File: config.mk
export PLATFORM = sky130hd
export DESIGN_NAME = exc_ctrl_unit
export DESIGN_NICKNAME = d
export VERILOG_FILES = /design/src/rtl/exc_pkg.sv /design/src/rtl/exc_arbiter.sv /design/src/rtl/exc_flush_ctrl.sv /design/src/rtl/exc_record.sv /design/src/rtl/exc_ctrl_unit.sv
export SDC_FILE = /design/constraint.sdc
export NUM_CORES = 1
export LEC_CHECK = 0
export BUFFER_PORTS_ARGS = -buffer_cell sky130_fd_sc_hd__buf_2
export CAP_MARGIN = 20
export CORE_MARGIN = 4
export CORE_UTILIZATION = 30
export CTS_BUF_LIST = sky130_fd_sc_hd__clkbuf_8
export DETAILED_ROUTE_END_ITERATION = 8
export GPL_ROUTABILITY_DRIVEN = 0
export GPL_TIMING_DRIVEN = 1
export HOLD_SLACK_MARGIN = 0.03
export PLACE_DENSITY = 0.7
export REMOVE_ABC_BUFFERS = 1
export SLEW_MARGIN = 0
export SYNTH_ARGS = -nofsm -noshare
export SYNTH_HDL_FRONTEND = slang
export SYNTH_SLANG_ARGS = --single-unit
File: constraint.sdc
create_clock -name clk -period 1 [get_ports clk]
set_input_delay 0.1 -clock clk [delete_from_list [all_inputs] [get_ports clk]]
set_output_delay 0.1 -clock clk [all_outputs]
set_load 0.1 [all_outputs]
File: src/rtl/exc_pkg.sv
package exc_pkg;

    typedef enum logic [4:0] {
        CAUSE_NONE  = 5'd0,
        CAUSE_IRQ   = 5'd1,
        CAUSE_UNDEF = 5'd10,
        CAUSE_OVF   = 5'd12
    } cause_e;

    // Outcome of event arbitration for one cycle
    typedef struct packed {
        logic   take;     // an event is accepted this cycle
        logic   from_ex;  // the accepted event belongs to the EX instruction
        cause_e code;     // code to record
    } evt_sel_t;

endpackage

File: src/rtl/exc_arbiter.sv
module exc_arbiter
    import exc_pkg::*;
(
    input  logic     id_valid_i,
    input  logic     id_undef_i,
    input  logic     ex_valid_i,
    input  logic     ex_ovf_i,
    input  logic     irq_i,
    output evt_sel_t sel_o
);

    logic ovf_hit;
    logic undef_hit;
    logic irq_hit;

    assign ovf_hit   = ex_valid_i && ex_ovf_i;
    assign undef_hit = id_valid_i && id_undef_i;
    assign irq_hit   = id_valid_i && irq_i;

    // Oldest instruction wins; an interrupt is lowest
    always_comb begin
        sel_o = '{take: 1'b0, from_ex: 1'b0, code: CAUSE_NONE};
        if (ovf_hit) begin
            sel_o = '{take: 1'b1, from_ex: 1'b1, code: CAUSE_OVF};
        end else if (undef_hit) begin
            sel_o = '{take: 1'b1, from_ex: 1'b0, code: CAUSE_UNDEF};
        end else if (irq_hit) begin
            sel_o = '{take: 1'b1, from_ex: 1'b0, code: CAUSE_IRQ};
        end
    end

endmodule

File: src/rtl/exc_flush_ctrl.sv
module exc_flush_ctrl
    import exc_pkg::*;
#(
    parameter int               XLEN   = 32,
    parameter logic [XLEN-1:0]  VECTOR = 32'h8000_0180
) (
    input  evt_sel_t        sel_i,
    output logic            flush_ifid_o,
    output logic            zero_id_o,
    output logic            zero_ex_o,
    output logic            redirect_o,
    output logic [XLEN-1:0] redirect_pc_o
);

    always_comb begin
        flush_ifid_o  = sel_i.take;
        zero_id_o     = sel_i.take;
        zero_ex_o     = sel_i.take && sel_i.from_ex;
        redirect_o    = sel_i.take;
        redirect_pc_o = VECTOR;
    end

endmodule

File: src/rtl/exc_record.sv
module exc_record
    import exc_pkg::*;
#(
    parameter int XLEN = 32
) (
    input  logic            clk,
    input  logic            rst_n,
    input  evt_sel_t        sel_i,
    input  logic [XLEN-1:0] id_pc_i,
    input  logic [XLEN-1:0] ex_pc_i,
    output logic [XLEN-1:0] epc_o,
    output cause_e          cause_o
);

    typedef struct packed {
        logic [XLEN-1:0] epc;
        cause_e          cause;
    } rec_t;

    rec_t rec_d, rec_q;

    always_comb begin
        rec_d = rec_q;
        if (sel_i.take) begin
            rec_d.epc   = sel_i.from_ex ? ex_pc_i : id_pc_i;
            rec_d.cause = sel_i.code;
        end
    end

    always_ff @(posedge clk) begin
        if (!rst_n) begin
            rec_q <= '{epc: '0, cause: CAUSE_NONE};
        end else begin
            rec_q <= rec_d;
        end
    end

    assign epc_o   = rec_q.epc;
    assign cause_o = rec_q.cause;

endmodule

File: src/rtl/exc_ctrl_unit.sv
module exc_ctrl_unit
    import exc_pkg::*;
#(
    parameter int              XLEN   = 32,
    parameter logic [XLEN-1:0] VECTOR = 32'h8000_0180
) (
    input  logic            clk,
    input  logic            rst_n,
    input  logic            id_valid_i,
    input  logic [XLEN-1:0] id_pc_i,
    input  logic            id_undef_i,
    input  logic            ex_valid_i,
    input  logic [XLEN-1:0] ex_pc_i,
    input  logic            ex_ovf_i,
    input  logic            irq_i,
    output logic            flush_ifid_o,
    output logic            zero_id_ctrl_o,
    output logic            zero_ex_ctrl_o,
    output logic            redirect_o,
    output logic [XLEN-1:0] redirect_pc_o,
    output logic [XLEN-1:0] epc_o,
    output logic [4:0]      cause_o
);

    evt_sel_t sel;
    cause_e   cause;

    exc_arbiter u_arb (
        .id_valid_i (id_valid_i),
        .id_undef_i (id_undef_i),
        .ex_valid_i (ex_valid_i),
        .ex_ovf_i   (ex_ovf_i),
        .irq_i      (irq_i),
        .sel_o      (sel)
    );

    exc_flush_ctrl #(.XLEN(XLEN), .VECTOR(VECTOR)) u_flush (
        .sel_i         (sel),
        .flush_ifid_o  (flush_ifid_o),
        .zero_id_o     (zero_id_ctrl_o),
        .zero_ex_o     (zero_ex_ctrl_o),
        .redirect_o    (redirect_o),
        .redirect_pc_o (redirect_pc_o)
    );

    exc_record #(.XLEN(XLEN)) u_rec (
        .clk     (clk),
        .rst_n   (rst_n),
        .sel_i   (sel),
        .id_pc_i (id_pc_i),
        .ex_pc_i (ex_pc_i),
        .epc_o   (epc_o),
        .cause_o (cause)
    );

    assign cause_o = cause;

    // a valid overflow kills EX and ID and flushes IF/ID in the same cycle
    assert_ovf_kill_R3: assert property (@(posedge clk) disable iff (!rst_n)
        (ex_valid_i && ex_ovf_i) |-> (zero_ex_ctrl_o && zero_id_ctrl_o && flush_ifid_o));

    // a valid overflow records the EX PC and code 12
    assert_ovf_record_R5: assert property (@(posedge clk) disable iff (!rst_n)
        (ex_valid_i && ex_ovf_i) |=> (epc_o == $past(ex_pc_i) && cause_o == 5'd12));

    // the saved state holds when nothing is redirected
    assert_hold_R2: assert property (@(posedge clk) disable iff (!rst_n)
        !redirect_o |=> ($stable(epc_o) && $stable(cause_o)));

    // an interrupt never cancels the EX instruction
    assert_irq_keeps_ex_R7: assert property (@(posedge clk) disable iff (!rst_n)
        (irq_i && id_valid_i && !(ex_valid_i && ex_ovf_i) && !id_undef_i)
            |-> (!zero_ex_ctrl_o && redirect_o));

    // every kill is accompanied by a redirect
    assert_kill_redirects_R4: assert property (@(posedge clk) disable iff (!rst_n)
        (zero_id_ctrl_o || zero_ex_ctrl_o) |-> redirect_o);

endmodule

======== Yosys cells after proc, flatten, opt, wreduce, memory -nomap -nowiden ========
Index checks and enable logic that the tools add are counted.
operators by class
  multiplexer cells ....................... 4
  reduce and logical (&&, ||, !) cells .... 4
operators by type and width
  operator            count
  two-way mux 32 bit  1
  two-way mux 7 bit   3
  logical AND 1 bit   4
storage, ports and cells
  output and inout port bits .............. 73
  register bits after elaboration ......... 37

======== Longest topological paths before layout ========
Gate-level depths: netlist (run 1).
  word-level depth ........................ 5
  depth in mapped cells ................... 5
  depth with buffers taken out ............ 4

======== Modules after synthesis ========
From an unflattened synthesis (run 1), not the netlist that was laid out.
second synthesis, totals
  cells, all modules ...................... 209
  area, all modules ....................... 1948.1 um2
modules (own cells, without submodules)
  module          cells each  seq. area each (um2)  area each (um2)  times used
  exc_record      158         740.7                 1601.5           1
  exc_flush_ctrl  38          0.0                   276.5            1
  exc_arbiter     13          0.0                   70.1             1

======== Worst setup path before layout (run 1) ========
No wires, ideal clock.
  path type ............................... input-to-output
  start ................................... input port id_valid_i
  end ..................................... output port redirect_o
  stages .................................. 5
  buffers on the path ..................... 3
  setup slack ............................. -0.733 ns
  arrival ................................. 1.633 ns
  path through ............................ buf_2 > o21ai_4 > buf_2 > nand2_1 > buf_4
on the way
  cells in the longest elaborated chain, start to end .. 4
  elaborated cells on any way between the ends .. 5
RTL lines
  what                 line                 RTL
  start, declared      exc_ctrl_unit.sv:9   input logic id_valid_i,
  logical AND 1 bit    exc_arbiter.sv:18    assign irq_hit = id_valid_i && irq_i;
  two-way mux 7 bit    exc_arbiter.sv:27    end else if (irq_hit) begin
  two-way mux 7 bit *  exc_arbiter.sv:25    end else if (undef_hit) begin
  two-way mux 7 bit *  exc_arbiter.sv:23    if (ovf_hit) begin
  end, declared        exc_ctrl_unit.sv:19  output logic redirect_o,
Mark *: on every way between the ends. The rest lies on a longest branch, timed or not.

======== Worst setup path after layout (run 1) ========
  start ................................... register u_rec.rec_q (netlist bit u_rec.cause_o[3])
  end ..................................... output port cause_o[3]
RTL lines
  what                    line                 RTL
  start, declared         exc_record.sv:20     rec_t rec_d, rec_q;
  start signal, assigned  exc_record.sv:32     rec_q <= '{epc: '0, cause: CAUSE_NONE};
  start signal, assigned  exc_record.sv:34     rec_q <= rec_d;
  end, declared           exc_ctrl_unit.sv:22  output logic [4:0] cause_o
No word-level cell between the ends.

==> load_flow_metrics.sql, run 1 <==
INSERT INTO impl_metrics (metric_group, metric, value, unit) VALUES
('yosys', 'synth_unique_cells', '21', ''),
('yosys', 'synth-main-ff-cell', 'sky130_fd_sc_hd__dfxtp_1', ''),
('power_and_ir_drop', 'ir_drop', '0.648', 'mV'),
('yosys', 'ys_async_sr_fraction', '0', '%'),
('route', 'initialDrtViolationCount', '35', ''),
('yosys', 'syn-cell-area', '2070', 'um2'),
('route', 'drc', '0', ''),
('yosys', 'post_synth_inst_count', '232', ''),
('die', 'ios', '144', ''),
('setup_path', 'timing.critical_path.to_type', 'primary output', ''),
('layout', 'finalCoreUtilization', '48.8', '%'),
('die', 'chipHeight', '91.1', 'um'),
('setup_path', 'criticalPathCategory', 'reg2out', ''),
('layout', 'synthesis_to_finish_area_growth', '59.2', '%'),
('clock_network', 'numClockSinks', '36', ''),
('die', 'die-area', '8290', 'um2'),
('setup_path', 'crit_buf_inv', '1', ''),
('grt', 'grt_pass1_wl', '9060', 'um'),
('grt', 'grtUsageTotal', '13.4', '%'),
('route', 'drt_pre_antenna_iters', '6', ''),
('route', 'antenna_violating_nets_post_route', '0', ''),
('yosys', 'ys_seq_area_share', '34.8', '%'),
('clock_network', 'clk_latency_worst_skew_pair', '0.28', 'ns'),
('yosys', 'synthesis.area_per_instance', '8.92', 'um2'),
('sta', 'final-hold-violation-count', '0', ''),
('place', 'numPortBuffers', '110', ''),
('sta', 'slew-limit-headroom', '59.3', '%'),
('setup_path', 'arrival', '0.87', 'ns'),
('grt', 'antenna_found_initial', '0', ''),
('place', 'dp_hpwl', '4440', 'um'),
('die', 'initial_core_util', '30.6', '%'),
('route', 'vias_per_cell', '4.45', ''),
('sta', 'final.period_utilization', '96.9', '%'),
('yosys', 'fraction_of_post_synthesis_cell_area_in_the_top_cell_type_by_area', '34.8', '%'),
('die', 'fp-row-count', '30', ''),
('sta', 'timing.hold.ws', '0.0905', 'ns'),
('sta', 'final.setup_skew', '0', 'ns'),
('yosys', 'register_bit_count_reported_by_yosys', '36', ''),
('route', 'postRouteWirelength', '5690', 'um'),
('grt', 'grt_max_degree', '33', ''),
('setup_path', 'crit_path_top_delay_cell', 'sky130_fd_sc_hd__dfxtp_1', ''),
('grt', 'global_route.overflow_total', '0', ''),
('clock_network', 'cts.root.buffer_cell', 'sky130_fd_sc_hd__clkbuf_8', ''),
('sta', 'count_of_endpoints_failing_setup_in_the_final_report', '0', ''),
('layout', 'fillCellCount', '642', ''),
('sta', 'timing_max_transition_violations_final', '0', ''),
('clock_network', 'quantity_of_hold_fixing_buffers_added_after_cts', '0', ''),
('power_and_ir_drop', 'fin_total_pwr', '0.00537', 'W'),
('clock_network', 'tritoncts.num_buffers', '5', ''),
('route', 'wl_per_cell', '13.5', 'um'),
('setup_path', 'timing.critical_path.cells', 'buf_12', ''),
('min_path', 'holdCritPathClass', 'in2reg', ''),
('job', 'timing.max_cap.violations', '0', ''),
('grt', 'grt_pass1_vias', '1956', ''),
('power_and_ir_drop', 'total_power_per_unit_cell_area', '1630', 'nW/um2'),
('sta', 'tightest_slew', '0.610', 'ns'),
('setup_path', 'crit_path_max_fanout', '2', ''),
('yosys', 'synth.area.top_cells', 'sky130_fd_sc_hd__dfxtp_1 (35%), sky130_fd_sc_hd__a21oi_2 (25%), sky130_fd_sc_hd__buf_4 (13%)', ''),
('clock_network', 'htree_num_levels', '2', ''),
('layout', 'insertedDiodeCount', '0', ''),
('outcome', 'run_status', 'completed', ''),
('sta', 'max_clock_freq', '1030', 'MHz'),
('route', 'count_of_vias_placed_by_the_detailed_router', '1876', ''),
('yosys', 'ys.warnings.count', '0', ''),
('clock_network', 'clockBufferDepth', '2', ''),
('clock_network', 'cts.repair_timing.setup_buffer_count', '0', ''),
('yosys', 'ys_top_cells_by_count', 'sky130_fd_sc_hd__a21oi_2 (60), sky130_fd_sc_hd__dfxtp_1 (36), sky130_fd_sc_hd__buf_4 (35), sky130_fd_sc_hd__nand2_1 (35), sky130_fd_sc_hd__o21ai_0 (32)', ''),
('clock_network', 'cts_tree', 'yes', ''),
('setup_path', 'worst-endpoint-required', '0.90', 'ns'),
('power_and_ir_drop', 'p_leak', '1.38', 'nW'),
('layout', 'layout-drive-gt1-share', '59.9', '%');
==> state kept, by name (all words and copies together) (netlist names) <==
| register | flops |
|---|---|
| u_rec.cause_o | 4 |
| u_rec.epc_o | 32 |
==> cells in the final DEF (no fill, tap or decap) <==
cell type,Yosys,final
sky130_fd_sc_hd__a21oi_2,60,60
sky130_fd_sc_hd__a22oi_1,1,1
sky130_fd_sc_hd__clkinvlp_4,0,1
sky130_fd_sc_hd__dfxtp_1,36,25
sky130_fd_sc_hd__o21a_4,1,1
sky130_fd_sc_hd__buf_2,5,69
sky130_fd_sc_hd__nor2_1,1,1
sky130_fd_sc_hd__buf_4,35,7
sky130_fd_sc_hd__nand2_1,35,34
sky130_fd_sc_hd__conb_1,2,33
sky130_fd_sc_hd__o21ai_4,1,1
sky130_fd_sc_hd__nand2_4,1,2
sky130_fd_sc_hd__o21ai_0,32,32
sky130_fd_sc_hd__inv_2,1,1
sky130_fd_sc_hd__nor2b_1,2,2
sky130_fd_sc_hd__inv_1,0,1
sky130_fd_sc_hd__a21oi_1,6,6
sky130_fd_sc_hd__buf_6,2,2
sky130_fd_sc_hd__a211oi_1,1,1
sky130_fd_sc_hd__buf_12,3,44
sky130_fd_sc_hd__a221oi_1,1,1
sky130_fd_sc_hd__clkbuf_8,0,6
sky130_fd_sc_hd__dfxtp_2,0,11
==> timing repair <==
| action | in CTS | in global routing |
|---|---|---|
| gates cloned | 0 | 0 |
| resized for setup | 2 | 14 |
| endpoints found under the hold margin | 0 | 0 |
| setup endpoints to repair | 3 | 14 |
| pin swaps | 0 | 2 |
==> cell type report <==
type	instances	area, um2	share of cell area, %
Sequential cell	36	734	22.3
Inverter	1	3.75	0.114
Clock buffer	6	82.6	2.51
Clock inverter	2	11.3	0.342
Tap cell	80	100	3.04
Multi-Input combinational cell	175	1060	32.2
Timing Repair Buffer	122	1300	39.5
==> metal layers <==
metal / part of all wire, % / track usage [%]
met1: 38 / 14.4
met4: 1.8 / 4.77
met5: 0 / 0
met3: 9.7 / 5.47
met2: 50 / 23.5
==> kinds of logic after synthesis <==
family | synth area share, %
compound gates | 37.2
buf+inv | 19.9
simple gates | 7.68
flops | 34.8
other cells | 0.363
==> report_power, final <==
part | switching [W] | leakage (nW) | total, W | internal [W]
Combinational | 0.00186 | 1.03 | 0.00263 | 0.000769
Sequential | 0.000116 | 0.302 | 0.00167 | 0.00155
Clock | 0.000517 | 0.0486 | 0.00107 | 0.000550
==> through the flow <==
| stage | cell area, um2 | setup WS (ns) | cells | TNS (ns) |
|---|---|---|---|---|
| 2_1_floorplan | 1780 | -1.40 | 212 | -16.95 |
| 3_3_place_gp | 3170 | -0.150 | 414 | -3.89 |
| 3_5_place_dp | 3170 | -0.192 | 414 | -5.22 |
| 4_1_cts | 3270 | 0.00251 | 422 | 0 |
| 5_1_grt | 3290 | 0.000353 | 422 | 0 |
| 6_report | 3290 | 0.0307 | 422 | 0 |
==> final timing paths <==
check	from	end	slack, ns	cells past startpoint
max	u_rec.cause_o[3]	cause_o[3]	0.03	1
min	id_pc_i[29]	u_rec.epc_o[29]	0.09	3
max reg2reg	u_rec.cause_o[3]	u_rec.cause_o[3]	0.19	2
min reg2reg	u_rec.epc_o[5]	u_rec.epc_o[5]	0.48	2
No activity file was read; power rests on OpenSTA's default activity.
==> inputs of run 2 (changes only) <==
- REMOVE_ABC_BUFFERS: 1 -> default
- clock period: 1 -> 1.24 ns (I/O delays scaled with it)
==> load_flow_metrics.sql, run 2 (same netlist as run 1, synthesis figures left out) <==
INSERT INTO impl_metrics (metric_group, metric, value, unit) VALUES
('layout', 'layout.cells.most_common', 'sky130_fd_sc_hd__buf_2', ''),
('setup_path', 'worst-endpoint-required', '1.12', 'ns'),
('layout', 'synthesis_to_finish_area_growth', '32.1', '%'),
('job', 'timing.max_cap.violations', '0', ''),
('setup_path', 'arrival', '1.05', 'ns'),
('grt', 'global_route.overflow_total', '0', ''),
('setup_path', 'criticalPathCategory', 'reg2out', ''),
('clock_network', 'clkSlewWorstSetupHoldPaths', '0.07', 'ns'),
('grt', 'grt_max_degree', '33', ''),
('outcome', 'run_status', 'completed', ''),
('clock_network', 'numClockSinks', '36', ''),
('route', 'initialDrtViolationCount', '52', ''),
('setup_path', 'r2r_end', 'u_rec.cause_o[3]', ''),
('layout', 'layout-drive-gt1-share', '65.9', '%'),
('sta', 'final.period_utilization', '94.5', '%'),
('sta', 'final-hold-violation-count', '0', ''),
('place', 'numPortBuffers', '110', ''),
('setup_path', 'crit_path_max_fanout', '2', ''),
('clock_network', 'cts.repair_timing.setup_buffer_count', '0', ''),
('sta', 'timing.hold.ws', '0.113', 'ns'),
('die', 'die-area', '8290', 'um2'),
('clock_network', 'clockBufferDepth', '2', ''),
('power_and_ir_drop', 'clockPowerShare', '21.2', '%'),
('min_path', 'min_delay_path_depth', '3', ''),
('clock_network', 'htree_num_levels', '2', ''),
('setup_path', 'timing.critical_path.to_type', 'primary output', ''),
('die', 'initial_core_util', '30.6', '%'),
('die', 'ios', '144', ''),
('layout', 'fillCellCount', '690', ''),
('clock_network', 'quantity_of_hold_fixing_buffers_added_after_cts', '0', ''),
('power_and_ir_drop', 'total_net_switching_power', '0.00194', 'W'),
('setup_path', 'setup.worst_path.start_class', 'flip-flop', ''),
('power_and_ir_drop', 'p_leak', '1.24', 'nW'),
('min_path', 'holdCritPathClass', 'in2reg', ''),
('sta', 'timing_max_transition_violations_final', '0', ''),
('min_path', 'timing.hold.worst_endpoint', 'u_rec.epc_o[0]', ''),
('route', 'vias_per_cell', '4.52', ''),
('clock_network', 'tritoncts.num_buffers', '5', ''),
('die', 'fp-row-count', '30', ''),
('clock_network', 'cts.root.buffer_cell', 'sky130_fd_sc_hd__clkbuf_8', ''),
('sta', 'slew-limit-headroom', '60.2', '%'),
('sta', 'period_needed', '1.17', 'ns'),
('setup_path', 'timing.critical_path.max_delay_family', 'buffers and inverters', ''),
('power_and_ir_drop', 'p_seq_share', '32.9', '%'),
('clock_network', 'clk_latency_worst_skew_pair', '0.28', 'ns'),
('sta', 'count_of_endpoints_failing_setup_in_the_final_report', '0', ''),
('setup_path', 'r2r_cells', '2', ''),
('setup_path', 'cp_slowest_stage_delay', '0.43', 'ns'),
('layout', 'layout_common_cells', 'sky130_fd_sc_hd__buf_2 (105), sky130_fd_sc_hd__a21oi_2 (60), sky130_fd_sc_hd__nand2_1 (34), sky130_fd_sc_hd__dfxtp_2 (34), sky130_fd_sc_hd__conb_1 (33)', ''),
('setup_path', 'timing.rr.start', 'u_rec.cause_o[3]', ''),
('clock_network', 'cts_tree', 'yes', ''),
('sta', 'grt_setup_unrepaired', 'no', ''),
('place', 'dp_hpwl', '4140', 'um'),
('route', 'antenna_violating_nets_post_route', '0', ''),
('sta', 'tightest_slew', '0.597', 'ns'),
('sta', 'max_clock_freq', '853', 'MHz'),
('die', 'die_width', '91.1', 'um'),
('layout', 'insertedDiodeCount', '0', ''),
('route', 'count_of_vias_placed_by_the_detailed_router', '1885', ''),
('route', 'drc', '0', ''),
('power_and_ir_drop', 'fin_total_pwr', '0.00398', 'W'),
('sta', 'final.setup_skew', '0', 'ns'),
('route', 'wl_per_cell', '13.1', 'um'),
('power_and_ir_drop', 'netSwitchingFraction', '48.8', '%'),
('power_and_ir_drop', 'comb_power_share', '45.9', '%'),
('clock_network', 'cts.repair.resized', '0', ''),
('layout', 'largest_register_ffs', '32', ''),
('layout', 'nets', '407', ''),
('min_path', 'min_from', 'id_pc_i[0]', ''),
('setup_path', 'setup.worst_path.start', 'u_rec.epc_o[25]', ''),
('power_and_ir_drop', 'ir_drop', '0.488', 'mV'),
('route', 'drt_pre_antenna_iters', '4', ''),
('setup_path', 'crit_path_top_delay_cell', 'sky130_fd_sc_hd__buf_2', ''),
('setup_path', 'timing.critical_path.cells', 'buf_2', ''),
('grt', 'grt_pass1_wl', '8660', 'um'),
('setup_path', 'rrSetupSlack', '0.46', 'ns'),
('grt', 'grt_pass1_vias', '1816', ''),
('route', 'postRouteWirelength', '5460', 'um'),
('grt', 'antenna_found_initial', '0', ''),
('die', 'placeableCoreArea', '6760', 'um2'),
('grt', 'grtUsageTotal', '12.7', '%'),
('power_and_ir_drop', 'intPower', '0.00204', 'W'),
('die', 'chipHeight', '91.1', 'um'),
('setup_path', 'crit_buf_inv', '1', ''),
('power_and_ir_drop', 'total_power_per_unit_cell_area', '1460', 'nW/um2');
-- run 2: cell count changes in the layout (fill, tap and decap cells not counted), sizes merged --
cell      delta
clkinvlp     -1
inv          +1
buf          -5
-- run 2: metrics by stage --
step | setup WS (ns) | TNS (ns) | area [um2] | util, % | cells
after floorplan | -0.0516 | -0.103 | 2240 | - | 263
after global placement | 0.0300 | 0 | 2640 | 39.1 | 409
after detailed placement | -0.0118 | -0.0118 | 2640 | 39.1 | 409
after CTS | 0.0459 | 0 | 2730 | 40.5 | 417
after global routing | 0.0226 | 0 | 2730 | 40.5 | 417
final | 0.0678 | 0 | 2730 | 40.5 | 417
-- run 2: layout make-up --
type / instances / area, um2 / area share [%]
sequential: 36 / 763 / 27.9
clock buffer: 6 / 82.6 / 3.02
clock inverter: 2 / 7.51 / 0.275
inverter: 1 / 3.75 / 0.137
multi-input combinational: 175 / 1060 / 38.8
timing repair buffer: 117 / 716 / 26.2
tap: 80 / 100 / 3.66
-- run 2: how the worst max path moves through the flow --
stage	endpoint	slack (ns)	cells after the start
floorplan	redirect_o	-0.05	5
global placement	u_rec.epc_o[24]	0.03	4
CTS	epc_o[25]	0.05	1
detailed placement	u_rec.epc_o[24]	-0.01	4
finish	epc_o[25]	0.07	1
global route	epc_o[25]	0.02	1
-- run 2: power groups by stage --
stage               sequential (W)  combinational (W)  clock (W)
floorplan                  0.00199           0.000951          0
global placement           0.00133            0.00182          0
detailed placement         0.00133            0.00183          0
CTS                        0.00131            0.00184   0.000892
global route               0.00132            0.00190   0.000952
finish                     0.00131            0.00183   0.000846
-- run 2: routing by layer --
layer / global-route usage [%] / routed length (um) / vias to the layer above / share of wire [%]
met3: 4.31 / 487 / 7 / 8.9
met4: 4.02 / 59 / 0 / 1.1
met1: 14.6 / 2260 / 869 / 41
li1: - / - / 927 / -
met5: 0 / 0 / - / 0
met2: 21.9 / 2650 / 82 / 49
==> inputs of run 3 (changes only) <==
--- a/constraint.sdc
+++ b/constraint.sdc
@@ -3,2 +3,2 @@
 set_output_delay 0.124 -clock clk [all_outputs]
-set_load 0.1 [all_outputs]
+set_load 0.005 [all_outputs]
==> load_flow_metrics.sql, run 3 (same netlist as run 1, synthesis figures left out) <==
INSERT INTO impl_metrics (metric_group, metric, value, unit) VALUES
('grt', 'grtUsageTotal', '12.3', '%'),
('grt', 'grt_pass1_wl', '8390', 'um'),
('layout', 'layout-drive-gt1-share', '56.1', '%'),
('setup_path', 'worst-endpoint-required', '1.12', 'ns'),
('route', 'count_of_vias_placed_by_the_detailed_router', '1864', ''),
('clock_network', 'cts.repair.resized', '0', ''),
('route', 'initialDrtViolationCount', '24', ''),
('layout', 'nets', '407', ''),
('sta', 'grt_setup_unrepaired', 'no', ''),
('min_path', 'holdCritPathClass', 'in2reg', ''),
('layout', 'final_cell_count_no_fill', '417', ''),
('die', 'ios', '144', ''),
('power_and_ir_drop', 'total_power_per_unit_cell_area', '1070', 'nW/um2'),
('place', 'numPortBuffers', '110', ''),
('clock_network', 'tritoncts.num_buffers', '5', ''),
('die', 'fp-row-count', '30', ''),
('setup_path', 'timing.critical_path.to_type', 'primary output', ''),
('grt', 'grt_max_degree', '35', ''),
('setup_path', 'crit_path_max_fanout', '19', ''),
('die', 'die-area', '8290', 'um2'),
('grt', 'global_route.overflow_total', '0', ''),
('clock_network', 'clkSlewWorstSetupHoldPaths', '0.08', 'ns'),
('clock_network', 'clockBufferDepth', '2', ''),
('setup_path', 'crit_path_top_delay_cell', 'sky130_fd_sc_hd__buf_12', ''),
('route', 'drt_pre_antenna_iters', '4', ''),
('layout', 'insertedDiodeCount', '0', ''),
('layout', 'layout.cells.most_common', 'sky130_fd_sc_hd__buf_2', ''),
('sta', 'final.setup_skew', '0', 'ns'),
('sta', 'count_of_endpoints_failing_setup_in_the_final_report', '0', ''),
('route', 'antenna_violating_nets_post_route', '0', ''),
('route', 'wl_per_cell', '12.5', 'um'),
('place', 'dp_hpwl', '3960', 'um'),
('clock_network', 'cts_tree', 'yes', ''),
('layout', 'finalCoreUtilization', '38.8', '%'),
('sta', 'timing_max_transition_violations_final', '0', ''),
('sta', 'max_clock_freq', '1030', 'MHz'),
('sta', 'final.period_utilization', '78.2', '%'),
('power_and_ir_drop', 'ir_drop', '0.440', 'mV'),
('grt', 'antenna_found_initial', '0', ''),
('route', 'vias_per_cell', '4.47', ''),
('sta', 'setup_total_negative_slack', '0', 'ns'),
('grt', 'grt_pass1_vias', '1828', ''),
('clock_network', 'cts.repair_timing.setup_buffer_count', '0', ''),
('outcome', 'run_status', 'completed', ''),
('setup_path', 'criticalPathCategory', 'in2out', ''),
('setup_path', 'setup.worst_path.start_class', 'primary input', ''),
('clock_network', 'htree_num_levels', '2', ''),
('die', 'initial_core_util', '30.6', '%'),
('place', 'place_inst', '409', ''),
('setup_path', 'cp_slowest_stage_delay', '0.16', 'ns'),
('layout', 'layout_common_cells', 'sky130_fd_sc_hd__buf_2 (110), sky130_fd_sc_hd__a21oi_2 (60), sky130_fd_sc_hd__dfxtp_1 (36)', ''),
('setup_path', 'arrival', '0.85', 'ns'),
('die', 'chipHeight', '91.1', 'um'),
('sta', 'tightest_slew', '0.610', 'ns'),
('setup_path', 'timing.critical_path.cells', 'buf_2 -> buf_4 -> o21ai_4 -> buf_12 -> nand2_1 -> buf_2', ''),
('layout', 'largest_register_ffs', '32', ''),
('clock_network', 'cts.root.buffer_cell', 'sky130_fd_sc_hd__clkbuf_8', ''),
('route', 'postRouteWirelength', '5200', 'um'),
('clock_network', 'numClockSinks', '36', ''),
('layout', 'synthesis_to_finish_area_growth', '26.8', '%'),
('sta', 'period_needed', '0.970', 'ns'),
('job', 'timing.max_cap.violations', '0', ''),
('die', 'placeableCoreArea', '6760', 'um2'),
('die', 'die_width', '91.1', 'um'),
('power_and_ir_drop', 'p_leak', '1.20', 'nW'),
('clock_network', 'clk_latency_worst_skew_pair', '0.28', 'ns'),
('sta', 'slew-limit-headroom', '59.3', '%'),
('setup_path', 'critical_path.most_common_cell', 'sky130_fd_sc_hd__buf_2', ''),
('sta', 'final-hold-violation-count', '0', ''),
('clock_network', 'quantity_of_hold_fixing_buffers_added_after_cts', '0', ''),
('route', 'drc', '0', '');
==> run 3: changes by cell type in the layout (fill, tap and decap cells not counted) <==
cell | before | now
sky130_fd_sc_hd__buf_4 | 4 | 3
sky130_fd_sc_hd__clkinv_2 | 0 | 2
sky130_fd_sc_hd__dfxtp_1 | 2 | 36
sky130_fd_sc_hd__buf_12 | 8 | 4
sky130_fd_sc_hd__buf_2 | 105 | 110
sky130_fd_sc_hd__dfxtp_2 | 34 | 0
sky130_fd_sc_hd__nand2_4 | 2 | 1
sky130_fd_sc_hd__nand2_1 | 34 | 35
sky130_fd_sc_hd__inv_1 | 2 | 0
==> run 3: cell type report <==
cell class | instances | area [um2]
clock buffer | 6 | 82.6
clock inverter | 2 | 10.0
fill | 701 | 4130
inverter | 1 | 3.75
multi-input combinational | 175 | 1050
sequential | 36 | 721
tap | 80 | 100
timing repair buffer | 117 | 653
==> run 3: final timing paths <==
kind	from	end	slack [ns]	depth (start not counted)
worst min-delay path	id_pc_i[21]	u_rec.epc_o[21]	0.12	3
worst max-delay path	id_valid_i	redirect_o	0.27	6
worst min register to register	u_rec.epc_o[11]	u_rec.epc_o[11]	0.45	2
worst max register to register	u_rec.cause_o[3]	u_rec.cause_o[3]	0.49	2
==> run 3: power breakdown <==
part,switching [W],internal (W),leakage [nW]
registers,0.0000429,0.00125,0.298
logic,0.000354,0.000299,0.851
clock network,0.000420,0.000444,0.0510
total,0.000817,0.00199,1.20
==> run 3: critical path, delay by kind of cell <==
family,cells,cell delay (ns)
AND/OR/NAND/NOR,1,0.08
buffers and inverters,4,0.55
AO/OA/AOI/OAI,1,0.07
==> run 3: per-stage QoR <==
stage	setup WS, ns	hold slack, ns	power [W]	area [um2]
2_1_floorplan	0.295	0.218	0.00179	2190
3_3_place_gp	0.0321	0.401	0.00196	2530
3_5_place_dp	0.0309	0.405	0.00198	2530
4_1_cts	0.259	0.101	0.00288	2620
5_1_grt	0.212	0.112	0.00297	2620
6_report	0.270	0.115	0.00281	2620
==> run 3: per-layer routing <==
| metal | vias to the layer above | part of all wire [%] | global-route usage, % |
|---|---|---|---|
| li1 | 928 | - | - |
| met1 | 845 | 40 | 13.7 |
| met2 | 86 | 50 | 21.8 |
| met3 | 5 | 9.2 | 4.64 |
| met4 | 0 | 0.81 | 3.27 |
| met5 | - | 0 | 0 |
